**config.mk**
```make
export PLATFORM = sky130hd
export DESIGN_NAME = ticket_lock
export DESIGN_NICKNAME = d
export VERILOG_FILES = /design/src/rtl/tlock_pkg.sv /design/src/rtl/tlock_alloc.sv /design/src/rtl/tlock_core.sv /design/src/rtl/tlock_counters.sv /design/src/rtl/ticket_lock.sv
export SDC_FILE = /design/constraint.sdc
export NUM_CORES = 1
export LEC_CHECK = 0
export BUFFER_PORTS_ARGS = -buffer_cell sky130_fd_sc_hd__buf_2
export CORE_UTILIZATION = 58
export CTS_BUF_LIST = sky130_fd_sc_hd__clkbuf_8 sky130_fd_sc_hd__clkbuf_16
export CTS_CLUSTER_SIZE = 40
export DETAILED_ROUTE_END_ITERATION = 10
export PLACE_DENSITY_LB_ADDON = 0.25
export SYNTH_ARGS = -nofsm -noshare
export SYNTH_HDL_FRONTEND = slang
export SYNTH_HIERARCHICAL = 1
export SYNTH_SLANG_ARGS = --single-unit
export TNS_END_PERCENT = 10
```
**constraint.sdc**
```tcl
create_clock -name clk -period 3.6 [get_ports clk]
set_input_delay 0.18 -clock clk [delete_from_list [all_inputs] [get_ports clk]]
set_output_delay 0.18 -clock clk [all_outputs]
set_load 0.03 [all_outputs]
```
**src/rtl/tlock_pkg.sv**
```systemverilog
package tlock_pkg;

    typedef enum logic [1:0] {
        CS_IDLE  = 2'd0,
        CS_CHECK = 2'd1,
        CS_SLEEP = 2'd2,
        CS_HOLD  = 2'd3
    } core_state_e;

endpackage

```
**src/rtl/tlock_alloc.sv**
```systemverilog
// Same-cycle ticket allocator: lower core index gets the lower ticket.
module tlock_alloc #(
    parameter int N  = 4,
    parameter int TW = 3
) (
    input  logic [N-1:0]         take,
    input  logic [TW-1:0]        issue_q,
    output logic [N-1:0][TW-1:0] offer,
    output logic [TW-1:0]        total
);

    logic [TW-1:0] prefix [N+1];

    assign prefix[0] = '0;

    genvar gi;
    generate
        for (gi = 0; gi < N; gi++) begin : g_prefix
            assign prefix[gi+1] = prefix[gi] + TW'(take[gi]);
            assign offer[gi]    = issue_q + prefix[gi];
        end
    endgenerate

    assign total = prefix[N];

endmodule

```
**src/rtl/tlock_core.sv**
```systemverilog
// Per-core state machine: holds the core's ticket and decides its grant.
module tlock_core
    import tlock_pkg::*;
#(
    parameter int TW = 3
) (
    input  logic          clk,
    input  logic          rst_n,
    input  logic          req,
    input  logic          rel,
    input  logic [TW-1:0] offer,
    input  logic [TW-1:0] serving_q,
    input  logic          wake_q,
    output logic          take,
    output logic          hold,
    output logic          rel_hit,
    output logic          rel_miss
);

    core_state_e   state_q;
    core_state_e   state_d;
    logic [TW-1:0] ticket_q;

    // state register and ticket storage
    always_ff @(posedge clk or negedge rst_n) begin
        if (!rst_n) begin
            state_q  <= CS_IDLE;
            ticket_q <= '0;
        end else begin
            state_q <= state_d;
            if (take) begin
                ticket_q <= offer;
            end
        end
    end

    // transitions
    always_comb begin
        state_d = state_q;
        unique case (state_q)
            CS_IDLE:  if (req)                    state_d = CS_CHECK;
            CS_CHECK: if (ticket_q == serving_q)  state_d = CS_HOLD;
                      else                        state_d = CS_SLEEP;
            CS_SLEEP: if (wake_q)                 state_d = CS_CHECK;
            CS_HOLD:  if (rel)                    state_d = CS_IDLE;
            default:                              state_d = CS_IDLE;
        endcase
    end

    // outputs
    always_comb begin
        take     = 1'b0;
        hold     = 1'b0;
        rel_hit  = 1'b0;
        rel_miss = 1'b0;
        unique case (state_q)
            CS_IDLE: begin
                take     = req;
                rel_miss = rel;
            end
            CS_HOLD: begin
                hold    = 1'b1;
                rel_hit = rel;
            end
            default: begin
                rel_miss = rel;
            end
        endcase
    end

endmodule

```
**src/rtl/tlock_counters.sv**
```systemverilog
// Issue and serving counters, wake pulse and sticky error.
module tlock_counters #(
    parameter int N  = 4,
    parameter int TW = 3
) (
    input  logic          clk,
    input  logic          rst_n,
    input  logic [TW-1:0] total,
    input  logic [N-1:0]  rel_hit,
    input  logic [N-1:0]  rel_miss,
    output logic [TW-1:0] issue_q,
    output logic [TW-1:0] serving_q,
    output logic          wake_q,
    output logic          err_q
);

    logic advance;
    logic misuse;

    assign advance = |rel_hit;
    assign misuse  = |rel_miss;

    always_ff @(posedge clk or negedge rst_n) begin
        if (!rst_n) begin
            issue_q   <= '0;
            serving_q <= '0;
            wake_q    <= 1'b0;
            err_q     <= 1'b0;
        end else begin
            issue_q <= issue_q + total;
            if (advance) begin
                serving_q <= serving_q + TW'(1);
            end
            // pulse rises together with the new serving value
            wake_q <= advance;
            if (misuse) begin
                err_q <= 1'b1;
            end
        end
    end

endmodule

```
**src/rtl/ticket_lock.sv**
```systemverilog
module ticket_lock #(
    parameter int NUM_CORES = 4
) (
    input  logic                 clk,
    input  logic                 rst_n,
    input  logic [NUM_CORES-1:0] acq_req,
    input  logic [NUM_CORES-1:0] rel_pulse,
    output logic [NUM_CORES-1:0] acq_gnt,
    output logic                 wake_evt,
    output logic                 rel_err
);

    localparam int TW = $clog2(NUM_CORES) + 1;

    logic [NUM_CORES-1:0]         take;
    logic [NUM_CORES-1:0]         hold;
    logic [NUM_CORES-1:0]         rel_hit;
    logic [NUM_CORES-1:0]         rel_miss;
    logic [NUM_CORES-1:0][TW-1:0] offer;
    logic [TW-1:0]                total;
    logic [TW-1:0]                issue_q;
    logic [TW-1:0]                serving_q;
    logic                         wake_q;
    logic                         err_q;

    tlock_alloc #(.N(NUM_CORES), .TW(TW)) u_alloc (
        .take    (take),
        .issue_q (issue_q),
        .offer   (offer),
        .total   (total)
    );

    tlock_counters #(.N(NUM_CORES), .TW(TW)) u_cnt (
        .clk       (clk),
        .rst_n     (rst_n),
        .total     (total),
        .rel_hit   (rel_hit),
        .rel_miss  (rel_miss),
        .issue_q   (issue_q),
        .serving_q (serving_q),
        .wake_q    (wake_q),
        .err_q     (err_q)
    );

    genvar gc;
    generate
        for (gc = 0; gc < NUM_CORES; gc++) begin : g_core
            tlock_core #(.TW(TW)) u_core (
                .clk       (clk),
                .rst_n     (rst_n),
                .req       (acq_req[gc]),
                .rel       (rel_pulse[gc]),
                .offer     (offer[gc]),
                .serving_q (serving_q),
                .wake_q    (wake_q),
                .take      (take[gc]),
                .hold      (hold[gc]),
                .rel_hit   (rel_hit[gc]),
                .rel_miss  (rel_miss[gc])
            );
        end
    endgenerate

    assign acq_gnt  = hold;
    assign wake_evt = wake_q;
    assign rel_err  = err_q;

endmodule

```
After elaboration in Yosys (flattened, before gate mapping)
Cells that the tools add are included.
{"block": "op_classes", "n_mux": 33, "n_eq_ne": 28, "reduce_logical": 10, "shift": 0, "n_lt_le_gt_ge": 0, "n_addsub": 8, "n_bitwise": 0, "mul": 0, "div": 0}
{"op": "one-hot mux 2 bit (4 select lines)", "n": 4}
{"op": "!= test 2 bit, second input constant", "n": 12}
{"op": "2-to-1 mux 1 bit", "n": 20}
{"op": "2-to-1 mux 2 bit", "n": 9}
{"op": "equality test 2 bit, second input constant", "n": 8}
{"op": "equality test 3 bit", "n": 4}
{"op": "AND reduction 3 bit", "n": 4}
{"op": "adder 3 x 1 -> 3 bit", "n": 3}
{"op": "adder 3 bit", "n": 3}
{"op": "equality test 2 x 1 -> 1 bit, second input constant", "n": 4}
{"op": "logical NOT 2 bit", "n": 4}
{"op": "OR reduction 4 bit", "n": 2}
{"op": "adder 3 x 1 -> 3 bit, second input constant", "n": 1}
{"op": "adder 1 x 1 -> 2 bit", "n": 1}
{"block": "word_totals", "n_memories": 0, "latch_bits": 0, "register_bits": 28, "mem_bits_ro": 0, "wordCells": 91, "ram_bits": 0}

Longest topological paths before layout
{"block": "depth", "ltp_word": 6, "mapped_depth": 7}

Modules after synthesis
The synthesis kept the hierarchy.
{"module": "tlock_core", "area_each_um2": 269.0, "cells_each": 23, "seq_area_each_um2": 125.1, "instances": 4}
{"module": "tlock_counters", "area_each_um2": 364.1, "cells_each": 26, "seq_area_each_um2": 200.2, "instances": 1}
{"module": "tlock_alloc", "area_each_um2": 259.0, "cells_each": 22, "seq_area_each_um2": 0.0, "instances": 1}

Worst setup path before layout
OpenSTA, ideal clock, no wires.
{"block": "synth_path", "kind": "reg2reg", "start": "reg g_core[0].u_core.state_q[1]", "end": "reg u_cnt.issue_q[2]", "arrival_time_ns": 2.500, "path_slack_ns": 0.977, "setup_time_ns": 0.123, "stages_incl_launch_ff": 8, "period_less_slack_ns": 2.623, "path_cell_list": "dfrtp_1 -> nor3b_4 -> fa_1 -> ha_1 -> fa_1 -> inv_1 -> fa_1 -> xnor2_1"}
{"block": "synth_via", "elab_chain_len": 6}
{"item": "start: declaration", "line": "tlock_core.sv:20", "source": "core_state_e state_q;"}
{"item": "start signal: assignment", "line": "tlock_core.sv:30", "source": "state_q <= state_d;"}
{"item": "logical NOT 2 bit", "line": "tlock_core.sv:56", "source": "unique case (state_q)"}
{"item": "2-to-1 mux 1 bit", "line": "tlock_core.sv:56"}
{"item": "net take[0]", "line": "ticket_lock.sv:15", "source": "logic [NUM_CORES-1:0] take;"}
{"item": "adder 1 x 1 -> 2 bit", "line": "tlock_alloc.sv:19", "source": "assign prefix[gi+1] = prefix[gi] + TW'(take[gi]);"}
{"item": "adder 3 x 1 -> 3 bit (2 in series)", "line": "tlock_alloc.sv:19"}
{"item": "net total[1]", "line": "ticket_lock.sv:20", "source": "logic [TW-1:0] total;"}
{"item": "adder 3 bit", "line": "tlock_counters.sv:30", "source": "issue_q <= issue_q + total;"}
{"item": "end signal: assignment", "line": "tlock_counters.sv:30"}
{"item": "end: declaration", "line": "tlock_counters.sv:11", "source": "output logic [TW-1:0] issue_q,"}
The timed path passes the listed nets, and every way through them passes these cells.
A chain may end at the register's enable or synchronous reset.

Final worst setup path
{"block": "layout_path", "start": "reg g_core[2].u_core.state_q[1]", "end": "reg u_cnt.issue_q[2]"}
{"block": "layout_via", "elab_chain_len": 5}
{"item": "start: declaration", "line": "tlock_core.sv:20"}
{"item": "start signal: assignment", "line": "tlock_core.sv:30"}
{"item": "logical NOT 2 bit", "line": "tlock_core.sv:56"}
{"item": "2-to-1 mux 1 bit", "line": "tlock_core.sv:56"}
{"item": "net take[2]", "line": "ticket_lock.sv:15"}
{"item": "adder 3 x 1 -> 3 bit (2 in series)", "line": "tlock_alloc.sv:19"}
{"item": "net total[1]", "line": "ticket_lock.sv:20"}
{"item": "adder 3 bit", "line": "tlock_counters.sv:30"}
The timed path passes the listed nets, and every way through them passes these cells.

==> flow_metrics.py <==
metrics = {
    "cells_and_area": {
        "num-fill-cells": 215,
        "n_antenna_cell": 0,
        "stdcell_count": 188,
        "area_delta_synth_final_pct": 9.20,
        "mostFrequentLayoutCell": "dfrtp_1",
        "drive_above_1_share_pct": 31.8,
        "final_nets": 183,
        "final_cell_mix": "dfrtp_1 (28), buf_2 (15), xor2_1 (14), inv_1 (13), mux2_2 (12)",
    },
    "worst_hold_path": {
        "hp-start": "rel_pulse[2]",
        "hp-class": "in2reg",
        "min_to": "u_cnt/err_q$_DFFE_PN0P_",
        "whs_path_depth": 4,
    },
    "setup_path": {
        "end_kind": "flop",
        "startpoint_type": "flop",
        "timing.rr.start": "g_core[2].u_core/state_q[1]$_DFFE_PN0P_",
        "crit_arrival_ns": 2.95,
        "critPathMaxFanout": 6,
        "critPathKind": "reg2reg",
        "critPathRequiredTime_ns": 3.76,
        "r2r_cells": 7,
        "worstReg2RegEnd": "u_cnt/issue_q[2]$_DFF_PN0_",
        "timing.reg2reg.setup_slack_ns": 0.81,
    },
    "cts": {
        "clkLatencyLatePin_ns": 0.27,
        "cts_tree": "yes",
        "clock_tree.root_cell": "clkbuf_8",
        "h-tree-depth": 1,
        "clk_path_buf_depth": 2,
        "numClockSinks": 28,
        "cts_made_buffers": 3,
        "path_clk_slew_ns": 0.09,
        "cts_resized": 0,
    },
    "floorplanning": {
        "initial_utilization_pct": 61.6,
        "die_x_um": 56.1,
        "pin_count": 16,
        "std_cell_rows": 19,
        "die_area_mm2": 0.00315,
        "core_area_mm2": 0.00276,
        "die_h_um": 56.1,
    },
    "global_routing": {
        "globalRouteMet3Util_pct": 2.33,
        "grt.total_usage_pct": 21.8,
        "grt.busiest_layer": "met2",
        "use_met1_pct": 30.0,
        "antenna_found_initial": 0,
        "grt.met2_usage_pct": 35.9,
        "first_global_vias": 1110,
        "grt_overflow": 0,
        "grt_max_degree": 29,
        "grt_pass1_wl_mm": 5.27,
    },
    "detailed_routing": {
        "drc": 0,
        "drt_iter0_drc": 37,
        "vias": 1049,
        "wl_per_cell_um": 15.4,
        "avgViaCountPerCell": 5.58,
        "detail-route-antenna-nets": 0,
        "routed_wl_mm": 2.90,
        "drt_pass1_iterations": 4,
    },
    "synth": {
        "ys_types": 23,
        "syn_nets": 165,
        "synthTopCellsByArea": "dfrtp_1 (41%), mux2_2 (8.0%), ha_1 (7.4%), xor2_1 (7.2%), fa_1 (5.9%)",
        "synth_warnings": 6,
        "synth_seq_area_share_pct": 41.2,
        "syn_area_mm2": 0.00170,
        "synth_top_area_share_pct": 41.2,
        "synth.largest_area_cell": "dfrtp_1",
        "avgSynthCellArea_um2": 12.1,
        "syn_inst": 140,
        "ys_seq_elements": 28,
    },
    "pwr": {
        "p_clk_share_pct": 11.0,
        "power.switching_mw": 0.707,
        "p_seq_share_pct": 41.4,
        "p_leak_nw": 0.892,
        "power_density_mw_per_mm2": 928,
        "ir_drop_v": 0.000609,
        "pwr-share-comb_pct": 47.5,
        "switching_share_pct": 41.1,
        "p_int_mw": 1.02,
    },
    "sta": {
        "fin_worst_skew_ns": 0.00491,
        "period_share_pct": 77.5,
        "fin_setup_tns_ns": 0,
        "grt_setup_unrepaired": "false",
        "worst_slew_pin_slew_ns": 0.614,
        "final-hold-violation-count": 0,
        "slew_viol_final": 0,
        "max_freq_mhz": 358,
        "fin_crit_ns": 2.79,
        "finalSetupViolCount": 0,
        "relSlewSlack_pct": 59.1,
    },
    "place": {
        "io_buffers": 15,
        "hpwl_mm": 2.21,
        "dp_cells": 183,
        "place_congestion": 0.783,
    },
    "flow_run": {
        "cap_violations": 0,
    },
    "status": {
        "status": "finished, final reports clean",
    },
}
==> logic make-up after synthesis <==
kind of cell    after synthesis  synth area share, %
compound gates               13                 5.67
flops                        28                 41.2
xor+xnor                     19                 10.7
fa+ha+maj                    15                 13.3
buf+inv                      16                 4.20
mux                          13                 8.84
simple gates                 36                 16.1
==> power by group through the flow <==
stage	Combinational (mW)	Sequential [mW]	Clock [mW]
after detailed placement	0.820	0.719	0
after global routing	0.929	0.746	0.208
after CTS	0.831	0.714	0.195
after floorplan	0.684	0.668	0
after global placement	0.789	0.702	0
final	0.818	0.713	0.190
==> worst max path at each step <==
stage,startpoint,end,slack (ns),cells past startpoint
after floorplan,g_core[0].u_core/state_q[1]$_DFFE_PN0P_,u_cnt/issue_q[2]$_DFF_PN0_,0.98,7
after global placement,g_core[0].u_core/state_q[1]$_DFFE_PN0P_,u_cnt/issue_q[2]$_DFF_PN0_,0.88,7
after detailed placement,g_core[0].u_core/state_q[1]$_DFFE_PN0P_,u_cnt/issue_q[2]$_DFF_PN0_,0.81,7
after CTS,g_core[0].u_core/state_q[1]$_DFFE_PN0P_,u_cnt/issue_q[2]$_DFF_PN0_,0.79,7
after global routing,g_core[1].u_core/state_q[1]$_DFFE_PN0P_,u_cnt/issue_q[2]$_DFF_PN0_,0.69,7
final,g_core[2].u_core/state_q[1]$_DFFE_PN0P_,u_cnt/issue_q[2]$_DFF_PN0_,0.81,7
==> final cells by class <==
| cell class | instances | area, um2 | share of cell area (%) |
|---|---|---|---|
| multi-input cells | 96 | 927 | 50.0 |
| flip-flops and latches | 28 | 701 | 37.8 |
| repair buffers | 16 | 85.1 | 4.59 |
| clock buffers | 4 | 55.1 | 2.97 |
| inverters | 13 | 48.8 | 2.63 |
| well taps | 31 | 38.8 | 2.09 |
==> timing repair <==
action / CTS / global route
hold endpoints to repair: 28 / 0
buffers inserted: 0 / 0
hold buffers: 1 / 0
==> critical path, cell delays in order (launching register included) <==
cell and delay [ns]:
dfrtp_1 0.46, nor3b_4 0.39, fa_1 0.52, ha_1 0.21, fa_1 0.48, inv_1 0.06
fa_1 0.42, xnor2_1 0.13
==> cells in the mapped netlist <==
library cell and number:
dfrtp_1 28, xor2_1 14, inv_1 13, mux2_2 12
ha_1 10, nor2_1 9, a21oi_1 8, fa_1 5
a211o_2 4, and2_2 4, and3_2 4, nand2b_1 4
nor2b_1 4, nor3b_4 4, nor4_1 4, xnor2_1 4
buf_4 3, mux2_4 1, nand2_1 1, nor3_1 1
nor4_4 1, o41ai_2 1, xor3_1 1
==> stage by stage <==
step	utilization (%)	hold slack (ns)	total power, mW	setup WS, ns	instance area, um2
final	67.3	0.245	1.72	0.810	1860
after detailed placement	64.9	0.226	1.54	0.813	1790
after CTS	67.3	0.240	1.74	0.790	1860
after global routing	67.3	0.330	1.88	0.691	1860
after floorplan	-	-0.116	1.35	0.977	1700
after global placement	64.9	0.223	1.49	0.877	1790
==> routing by layer <==
layer	routed length [um]	vias to the layer above
met2	1470	16
li1	-	503
met5	0	-
met4	56	0
met1	1310	524
met3	64	6
==> state kept, by name, summed over array words and instances, names as in the netlist <==
| register | count |
|---|---|
| g_core.u_core/state_q | 8 |
| u_cnt/serving_q | 3 |
| u_cnt/wake_q | 1 |
| g_core.u_core/ticket_q | 12 |
| u_cnt/err_q | 1 |
| u_cnt/issue_q | 3 |
Power figures use the tool's default switching activity.
